===== src/rtl/ea_gen.sv =====
module ea_gen #(
  parameter int OFS_W = 16,
  parameter int SEG_SHIFT = 4,
  localparam int PA_W = OFS_W + SEG_SHIFT
) (
  input  logic             clk,
  input  logic             rst_n,
  input  logic             req_valid,
  input  logic [1:0]       acc_kind,
  input  logic [7:0]       modrm,
  input  logic [7:0]       disp_lo,
  input  logic [7:0]       disp_hi,
  input  logic [OFS_W-1:0] base_b,
  input  logic [OFS_W-1:0] base_p,
  input  logic [OFS_W-1:0] idx_s,
  input  logic [OFS_W-1:0] idx_d,
  input  logic [OFS_W-1:0] sp_val,
  input  logic [OFS_W-1:0] ip_val,
  input  logic [OFS_W-1:0] seg_x,
  input  logic [OFS_W-1:0] seg_c,
  input  logic [OFS_W-1:0] seg_s,
  input  logic [OFS_W-1:0] seg_d,
  input  logic             ovr_valid,
  input  logic [1:0]       ovr_sel,
  output logic             out_valid,
  output logic [PA_W-1:0]  phys_addr,
  output logic [OFS_W-1:0] eff_offset,
  output logic [1:0]       seg_used,
  output logic             is_reg
);
  localparam logic [1:0] K_OPND = 2'b00, K_STRD = 2'b01, K_STACK = 2'b10, K_FETCH = 2'b11;
  localparam logic [1:0] S_X = 2'b00, S_C = 2'b01, S_S = 2'b10, S_D = 2'b11;

  wire [1:0] mode = modrm[7:6];
  wire [2:0] rm   = modrm[2:0];
  wire direct  = (mode == 2'b00) && (rm == 3'b110);
  wire reg_op  = (acc_kind == K_OPND) && (mode == 2'b11);
  wire bp_used = (rm == 3'b010) || (rm == 3'b011) || ((rm == 3'b110) && !direct);

  logic [OFS_W-1:0] disp, base, index, opnd_ofs, off_n, seg_val;
  logic [1:0] seg_n;

  always_comb begin
    if (mode == 2'b01)
      disp = OFS_W'($signed(disp_lo));
    else if (mode == 2'b10 || direct)
      disp = OFS_W'({disp_hi, disp_lo});
    else
      disp = '0;

    case (rm)
      3'b000, 3'b001, 3'b111: base = base_b;
      3'b010, 3'b011:         base = base_p;
      3'b110:                 base = direct ? '0 : base_p;
      default:                base = '0;
    endcase

    case (rm)
      3'b000, 3'b010, 3'b100: index = idx_s;
      3'b001, 3'b011, 3'b101: index = idx_d;
      default:                index = '0;
    endcase
  end

  assign opnd_ofs = base + index + disp;

  always_comb begin
    case (acc_kind)
      K_STRD:  begin off_n = idx_d;  seg_n = S_X; end
      K_STACK: begin off_n = sp_val; seg_n = S_S; end
      K_FETCH: begin off_n = ip_val; seg_n = S_C; end
      default: begin
        off_n = opnd_ofs;
        seg_n = ovr_valid ? ovr_sel : (bp_used ? S_S : S_D);
      end
    endcase
    case (seg_n)
      S_X:     seg_val = seg_x;
      S_C:     seg_val = seg_c;
      S_S:     seg_val = seg_s;
      default: seg_val = seg_d;
    endcase
  end

  wire [PA_W-1:0] pa_n = (PA_W'(seg_val) << SEG_SHIFT) + PA_W'(off_n);

  always_ff @(posedge clk or negedge rst_n) begin
    if (!rst_n) begin
      out_valid  <= 1'b0;
      phys_addr  <= '0;
      eff_offset <= '0;
      seg_used   <= '0;
      is_reg     <= 1'b0;
    end else begin
      out_valid <= req_valid;
      if (req_valid) begin
        is_reg     <= reg_op;
        phys_addr  <= reg_op ? '0 : pa_n;
        eff_offset <= reg_op ? '0 : off_n;
        seg_used   <= reg_op ? '0 : seg_n;
      end
    end
  end

  a_r11_valid_delay: assert property (@(posedge clk) disable iff (!rst_n)
    out_valid == $past(req_valid));
  a_r8_stack_seg: assert property (@(posedge clk) disable iff (!rst_n)
    out_valid && $past(acc_kind) == K_STACK |-> seg_used == S_S && !is_reg);
  a_r9_fetch_seg: assert property (@(posedge clk) disable iff (!rst_n)
    out_valid && $past(acc_kind) == K_FETCH |-> seg_used == S_C && !is_reg);
  a_r10_strdst_seg: assert property (@(posedge clk) disable iff (!rst_n)
    out_valid && $past(acc_kind) == K_STRD |-> seg_used == S_X && !is_reg);
  a_r6_override: assert property (@(posedge clk) disable iff (!rst_n)
    out_valid && $past(acc_kind) == K_OPND && $past(ovr_valid) && $past(modrm[7:6]) != 2'b11
    |-> seg_used == $past(ovr_sel));
  a_r7_reg_zero: assert property (@(posedge clk) disable iff (!rst_n)
    out_valid && is_reg |-> phys_addr == '0 && eff_offset == '0 && seg_used == '0);
  a_r1_low_nibble: assert property (@(posedge clk) disable iff (!rst_n)
    out_valid && !is_reg |-> phys_addr[SEG_SHIFT-1:0] == eff_offset[SEG_SHIFT-1:0]);
endmodule


===== config.mk =====
export PLATFORM = sky130hd
export DESIGN_NAME = ea_gen
export DESIGN_NICKNAME = d
export VERILOG_FILES = /design/src/rtl/ea_gen.sv
export SDC_FILE = /design/constraint.sdc
export NUM_CORES = 1
export LEC_CHECK = 0
export BUFFER_PORTS_ARGS = -buffer_cell sky130_fd_sc_hd__buf_4
export CAP_MARGIN = 20
export CORE_ASPECT_RATIO = 0.6
export CORE_MARGIN = 5
export CORE_UTILIZATION = 51
export DETAILED_ROUTE_END_ITERATION = 8
export GPL_ROUTABILITY_DRIVEN = 0
export PLACE_DENSITY = 0.93
export SYNTH_ARGS = -nofsm -noshare
export SYNTH_HDL_FRONTEND = slang
export SYNTH_SLANG_ARGS = --single-unit
export TNS_END_PERCENT = 20

===== constraint.sdc =====
create_clock -name clk -period 1.9 [get_ports clk]
set_clock_uncertainty 0.2 [all_clocks]
set_input_delay 0.38 -clock clk [delete_from_list [all_inputs] [get_ports clk]]
set_output_delay 0.38 -clock clk [all_outputs]
set_load 0.02 [all_outputs]

# Yosys cells after proc, flatten, opt, wreduce, memory -nomap -nowiden

Index checks and enable logic that the tools add are counted.

Input port bits: 192
Flip-flop bits (word level): 40
Output and inout port bits: 40
Word-level logic and storage cells: 51

Equality and inequality tests: 15
Add/subtract/negate cells: 3
Muxes and demuxes: 13
Reductions and logical operators: 15

Operators by type and width:

| kind                                                                   | number |
|---|---|
| 16-bit one-hot mux with 3 select lines                                 | 3 |
| 16-bit two-way mux                                                     | 4 |
| 16-bit adder                                                           | 2 |
| 16-bit one-hot mux with 2 select lines                                 | 1 |
| 20-bit by 16-bit adder with 20-bit output                              | 1 |
| 20-bit two-way mux                                                     | 1 |
| 3-bit equality test (second input constant)                            | 4 |
| 2-bit equality test (second input constant)                            | 5 |
| 3-bit OR reduction                                                     | 3 |
| 2-bit by 1-bit equality test with 1-bit output (second input constant) | 3 |
| 3-bit by 2-bit equality test with 1-bit output (second input constant) | 2 |
| 2-bit zero test                                                        | 3 |
| 2-bit one-hot mux with 3 select lines                                  | 1 |
| 2-bit two-way mux                                                      | 2 |
| 3-bit by 1-bit equality test with 1-bit output (second input constant) | 1 |
| 1-bit logical AND                                                      | 3 |
| 3-bit zero test                                                        | 1 |
| 1-bit logical OR                                                       | 3 |
| 2-bit OR reduction                                                     | 1 |
| 1-bit zero test                                                        | 1 |
| 1-bit two-way mux                                                      | 1 |

# Longest topological paths before layout

Gate-level depths: netlist of the first run.

Word-level depth: 12
Gate-level depth with buffers: 23
Depth with buffers taken out: 23

# Worst setup path before layout of the first run

No wires, ideal clock.

Kind: in2reg
From: input port modrm[0]
To: register phys_addr[18]
Library setup time: 0.121 ns
Data required time: 1.579 ns
Arrival: 5.160 ns
Cell stages on the path: 22
Buffers on the path: 1
Path slack: -3.581 ns
Cell sequence: buf_2 > o21ba_2 > nor2b_1 > a21oi_1 > nand2_1 > fa_1 > inv_1 > ha_1 > fa_1 > a211oi_1 > o21ai_2 > a41o_1 > a21oi_2 > xnor2_1 > mux4_2 > ha_1 > a21oi_1 > nand2b_1 > a221o_1 > nand2_1 > xor2_1 > a22o_1

Cells in the longest elaborated chain, start to end: 12
Elaborated cells on any way between the ends: 35
Those cells by class: 3 x add/sub; 9 x eq/ne; 11 x mux; 12 x reduce/logical

RTL lines:

| what                                                  | RTL line | text |
|---|---|---|
| from (decl)                                           | 10       | `input logic [7:0] modrm,` |
| branches (longest 10 deep; another with 16-bit adder) | -        |  |
| 20-bit by 16-bit adder with 20-bit output (*)         | 85       | `wire [PA_W-1:0] pa_n = (PA_W'(seg_val) << SEG_SHIFT) + PA_W'(off_n);` |
| 20-bit two-way mux (*)                                | 98       | `phys_addr <= reg_op ? '0 : pa_n;` |
| to (signal assigned)                                  | 98       |  |
| to (decl)                                             | 26       | `output logic [PA_W-1:0] phys_addr,` |

Mark *: on every way between the ends.
A chain may end at the register's enable or synchronous reset.

# Worst setup path in the final report of the first run

From: input port modrm[1]
To: register phys_addr[17]

The elaborated chain is that of the path after synthesis.

==> results of run 1 <==
where the power goes:
| part | switching (uW) | total [uW] | internal (uW) |
|---|---|---|---|
| clock network | 391 | 916 | 525 |
| logic | 2990 | 5570 | 2570 |
| registers | 197 | 1180 | 984 |
| total | 3580 | 7670 | 4080 |
cell families (layout without fill, tap and decap cells):
group           Yosys count  in the layout  synth area share
xor+xnor                 25             25            0.0480
compound gates          176            176             0.278
buf+inv                  68            390            0.0681
flops                    36             36             0.198
fa+ha+maj                43             43             0.146
mux                      44             44             0.129
simple gates            132            132             0.134
layout make-up:
cell class / instances / share of cell area
multi-input cells: 420 / 0.496
repair buffers: 347 / 0.338
flip-flops and latches: 36 / 0.113
clock buffers: 7 / 0.0179
well taps: 112 / 0.0176
inverters: 35 / 0.0165
clock inverters: 1 / 0.000944
placed cells by master, fill, tap and decap left out, types with 12 or more instances in the layout:
cell type and n:
ha_4 16, xnor2_1 19, and2_1 15, a211oi_1 18, mux2_2 16, a21oi_1 16
a22o_1 28, a31oi_1 15, fa_1 14, a21oi_2 14, nand2_1 58, buf_4 332
dfrtp_1 36, inv_1 30, o21ai_0 14, mux2i_1 17, nor2_1 17, a22oi_1 12
per-stage QoR:
stage / utilization / TNS, ns
finish: 0.923 / -80.18
global route: 0.923 / -82.12
CTS: 0.889 / -65.57
detailed placement: 0.836 / -77.77
global placement: 0.836 / -72.27
floorplan: - / -64.06
layer usage:
layer / global-route usage / part of all wire / up-vias
met3: 0.118 / 0.18 / 444
met4: 0.250 / 0.13 / 2
met2: 0.658 / 0.40 / 1055
met5: 0 / 0.00052 / -
met1: 0.462 / 0.30 / 3127
li1: - / - / 2539
worst register-to-register path: stages, from the launching register on:
cell and delay (ns):
dfrtp_1 0.39, nor2b_1 0.16, a211oi_1 0.28, a21oi_1 0.11
timing repair:
action	4_1_cts	5_1_grt
endpoints found under the hold margin	36	0
hold buffers	1	0
buffers inserted	14	12
endpoints found under the setup margin	32	32
pin swaps	59	45
gates resized for setup	47	37
worst min path at each step:
stage / end / slack, ns / depth (start not counted)
final: out_valid / 0.14 / 1
after global routing: out_valid / 0.13 / 1
after CTS: out_valid / 0.12 / 1
after detailed placement: out_valid / 0.17 / 1
after global placement: phys_addr[3] / 0.16 / 1
after floorplan: eff_offset[10] / -0.12 / 0
==> key figures, run 1 <==
Finish
  – Fin nets: 1080
  – Reg with most FFs: phys_addr
  – Diodes inserted: 0
  – Post-route design area: 0.00796 sq mm
  – Layout cells sized above 1: 0.558
  – Largest register FFs: 20
  – Area grow syn2layout: 74.5%
  – Area of the multi-input gates: 0.00395 sq mm
  – Regs by FF count: phys_addr (20), eff_offset (12), seg_used (2)
  – Sequential cell area: 901 sq um
  – Fill count: 255
  – Non-filler cells, final: 958

Clocking
  – H-tree levels: 2
  – Clock Latency Late Sink: 0.29 ns
  – CTS tree: built
  – Clock Sinks: 36
  – Maximum clock insertion buffer count: 2
  – Reg clk slew, reported paths: 0.06 ns
  – CTS root buf: clkbuf_16
  – Total CTS buffers: 5

Floorplan
  – FP Rows: 26
  – # IOs: 232
  – Chip height: 83.2 microns
  – Die width: 132 microns
  – Core Region: 0.00862 sq mm
  – Initial cell density of the core: 0.529
  – Die ar.: 0.0110 sq mm

Global routing
  – Antenna violations before repair: 2
  – Tot GR Track Use: 0.402
  – Largest net degree at the start of global routing: 37
  – GR Overflow Total: 0
  – Vias in the first global route: 6578
  – First-pass GRT wire length: 35400 microns

Setup path
  – R2R Setup Slk: 0.63 ns
  – Critical-path top delay cell: a2111oi_4
  – Startpoint Class: input pin
  – Delay-heaviest family, CP: compound AO/OA/AOI/OAI gates
  – CP max stage delay: 0.64 ns
  – CP Capture Point: phys_addr[17]
  – Setup crit start: modrm[1]
  – CP max FO: 4
  – CP endpoint kind: flip-flop
  – Reg-to-reg startpoint: eff_offset[8]
  – Worst Path Required: 1.91 ns
  – Critical register-to-register path endpoint: eff_offset[8]
  – Most Frequent Cell on Critical Path: buf_4
  – Kind of critical path: in2reg
  – Reg2Reg Depth: 3
  – Cell depth of the worst setup path: 25
  – Buffers & Inverters on Critical Path: 5
  – Arr. time, crit path: 5.79 ns

Yosys
  – Yosys cell types: 57
  – Commonest cells post-synth: 67 x nand2_1, 36 x dfrtp_1, 35 x inv_1
  – Netlist Area Pre-Place: 0.00456 sq mm
  – Async set-reset flop share out of synthesis: 1.00
  – Synth Flop Type: dfrtp_1
  – Synth Area per Inst: 8.70 sq um
  – Seq cells post-synth: 36
  – Synth area leader: dfrtp_1
  – Mapped Nets: 759
  – Synth warn: 0
  – Post-synth top area share: 0.198
  – Top post-synthesis cells by area: dfrtp_1 20%, fa_1 7.5%, ha_1 7.1%, nand2_1 5.5%, a22o_1 5.4%
  – Post-Synthesis Cells: 524
  – Count leader, synth: nand2_1
  – Register area share after synthesis: 0.198
  – Number of enable flip-flop cells after synthesis: 0

STA
  – RSZ-0062 raised after global routing: yes
  – Final Worst Setup Slack: -3.88 ns
  – Fin crit period: 5.78 ns
  – Setup-failing EPs final: 33
  – Fmax achieved: 0.173 GHz
  – Slew headroom: 0.236
  – Slew @ Worst Pin: 1.13 ns
  – Max Slew Vio Count: 0
  – Hold slack: 0.141 ns
  – Tcrit/Tclk final: 3.04
  – Final hold viol count: 0

Detailed routing
  – Detailed-route wire length per cell: 32.1 microns
  – DR pass1 iterations: 8
  – Iteration-0 DRC Markers: 1488
  – Final antenna-violating net count: 0
  – Via density: 7.48
  – DR vias: 7167
  – DRC errors left: 0
  – DRT Wirelength: 30800 microns

Flow run
  – Max Cap Viol: 0

Pwr
  – Final Total Pwr: 7670 uW
  – Lkg Pwr: 0.00390 uW
  – Worst IR Drop VDD: 0.699 mV
  – Pwr dens: 964 mW/mm^2

Placement
  – I/O Buffers: 228
  – Placed cell count: 923
  – Place WS: -3.49 ns
  – DP HPWL: 15400 microns
  – DP Area: 0.00721 sq mm

Worst hold path
  – Hold Path Class: in2reg
  – Min-delay src: req_valid

Outcome
  – Status: complete, but fails checks
  – Failing checks: setup timing
Note: power is estimated with default switching activity, not from simulation.
==> run 2: changes to the inputs <==
--- a/config.mk
+++ b/config.mk
@@ -11,8 +11,8 @@
 export CORE_MARGIN = 5
 export CORE_UTILIZATION = 51
 export DETAILED_ROUTE_END_ITERATION = 8
-export GPL_ROUTABILITY_DRIVEN = 0
 export PLACE_DENSITY = 0.93
+export SKIP_CTS_REPAIR_TIMING = 1
 export SYNTH_ARGS = -nofsm -noshare
 export SYNTH_HDL_FRONTEND = slang
 export SYNTH_SLANG_ARGS = --single-unit
==> run 2 against run 1 <==
Effect of this change: the flow still finishes with violations (setup timing); sequential share of layout area grew 0.25 points; worst hold slack worse by 0.034 ns; register-to-register slack gained 0.02 ns; combinational power is 10% lower; critical path depth fell by 1; global-route usage decreased by 6.3 points; clock-buffer cell count is 2 lower; first-iteration DRC count decreased by 37%; power shrank 8.2%; clock power down 5.1%; non-clock buffer count is 9 lower; critical path type unchanged; highest routed layer is now met4.
==> key figures, run 2 (same netlist as run 1, synthesis figures left out) <==
Worst hold path
  – Hold Path Class: in2reg

Floorplan
  – Die ar.: 0.0110 sq mm
  – Chip height: 83.2 microns
  – FP Rows: 26
  – Die width: 132 microns
  – Core Region: 0.00862 sq mm
  – # IOs: 232
  – Initial cell density of the core: 0.529

Finish
  – Fin nets: 1071
  – Fill count: 351
  – Layout cells sized above 1: 0.542
  – Largest register FFs: 20
  – Commonest cells after routing, fill and taps aside: 327 x buf_4, 64 x nand2_1, 36 x dfrtp_1, 32 x inv_1, 28 x a22o_1
  – Reg with most FFs: phys_addr
  – Diodes inserted: 0
  – Utilization after layout: 0.903
  – Most common cell after layout, fill and taps aside: buf_4
  – Regs by FF count: phys_addr (20), eff_offset (12), seg_used (2)
  – Area grow syn2layout: 70.7%

Detailed routing
  – DRT Wirelength: 25500 microns
  – Detailed-route wire length per cell: 26.8 microns
  – DRC errors left: 0
  – Final antenna-violating net count: 0
  – DR pass1 iterations: 8
  – Iteration-0 DRC Markers: 933
  – DR vias: 6501
  – Via density: 6.85

Clocking
  – CTS tree: built
  – Clock Latency Late Sink: 0.30 ns
  – CTS root buf: clkbuf_16
  – H-tree levels: 2
  – Total CTS buffers: 5
  – Clock Sinks: 36
  – Reg clk slew, reported paths: 0.07 ns
  – Maximum clock insertion buffer count: 2

Setup path
  – Arr. time, crit path: 5.38 ns
  – CP max stage delay: 0.63 ns
  – CP endpoint kind: flip-flop
  – Delay-heaviest family, CP: compound AO/OA/AOI/OAI gates
  – Critical-path top delay cell: fa_1
  – Buffers & Inverters on Critical Path: 4
  – Startpoint Class: input pin
  – Kind of critical path: in2reg
  – Worst Path Required: 1.88 ns
  – Crit-path cells: buf_8 > o21ba_4 > nor2b_4 > a21oi_4 > nand2_2 > fa_1 > inv_2 > ha_4 > fa_2 > a211oi_4 > buf_4 > o21bai_1 > a21oi_1 > xnor2_1 > mux4_2 > ha_4 > o21ai_2 > nor2_2 > buf_4 > o21ai_2 > o21bai_1 > a21oi_2 > xnor2_1 > a22o_1
  – CP max FO: 5

Pwr
  – NetSw: 3150 uW
  – Lkg Pwr: 0.00383 uW
  – Comb pwr share: 0.711
  – Final Total Pwr: 7030 uW
  – Internal: 3890 uW
  – Sequential share of power: 0.166
  – Clock power frac: 0.124
  – Worst IR Drop VDD: 0.737 mV
  – Sw Share: 0.447
  – Pwr dens: 904 mW/mm^2

STA
  – RSZ-0062 raised after global routing: yes
  – Slew headroom: 0.596
  – Fmax achieved: 0.185 GHz
  – Setup_tns: -76.54 ns
  – Final hold viol count: 0
  – Fin crit period: 5.40 ns
  – Max Slew Vio Count: 0
  – Tcrit/Tclk final: 2.84
  – Setup-failing EPs final: 32
  – Final Worst Setup Slack: -3.50 ns
  – Hold slack: 0.107 ns
  – Slew @ Worst Pin: 0.603 ns

Global routing
  – Largest net degree at the start of global routing: 37
  – Tot GR Track Use: 0.339
  – Vias in the first global route: 5888
  – First-pass GRT wire length: 30700 microns
  – Antenna violations before repair: 0
  – GR Overflow Total: 0

Outcome
  – Failing checks: setup timing
  – Status: complete, but fails checks

Placement
  – Place WS: -3.45 ns
  – GPL Wtd Cong: 1.01
  – I/O Buffers: 228
  – DP HPWL: 15400 microns

Flow run
  – Max Cap Viol: 0
[run 2: layout make-up]
cell class	instances	area [sq um]	area share
repair buffers	338	2610	0.335
inverters	35	131	0.0169
clock buffers	5	125	0.0161
well taps	112	140	0.0180
clock inverters	3	18.8	0.00241
multi-input cells	420	3860	0.496
flip-flops and latches	36	901	0.116
[run 2: worst paths after layout]
kind                            slack, ns            from              to  cells past startpoint
worst max-delay path                -3.50        modrm[0]   phys_addr[13]                     24
worst max register to register       0.65  eff_offset[10]  eff_offset[10]                      3
max in group asynchronous            0.73           rst_n  eff_offset[12]                      2
worst min register to register       0.31    phys_addr[8]    phys_addr[8]                      1
min in group asynchronous            0.40           rst_n       out_valid                      2
worst min-delay path                 0.11       req_valid       out_valid                      1
[run 2: power groups by stage]
stage | combinational (uW) | sequential, uW | clock (uW)
after detailed placement | 4040 | 1150 | 0
after global routing | 5170 | 1170 | 892
after global placement | 3850 | 1140 | 0
after floorplan | 2060 | 1380 | 0
final | 5000 | 1170 | 869
after CTS | 4110 | 1140 | 821
[run 2: stage by stage]
stage / std cells / cell area [sq um]
after global routing: 949 / 7780
after CTS: 931 / 7350
after global placement: 923 / 7210
final: 949 / 7780
after detailed placement: 923 / 7210
after floorplan: 524 / 4830
[run 2: routing by layer]
metal | part of all wire | global-route usage | vias up
li1 | - | - | 2530
met1 | 0.33 | 0.421 | 3003
met2 | 0.44 | 0.570 | 710
met3 | 0.14 | 0.0954 | 258
met4 | 0.090 | 0.107 | 0
met5 | 0 | 0 | -
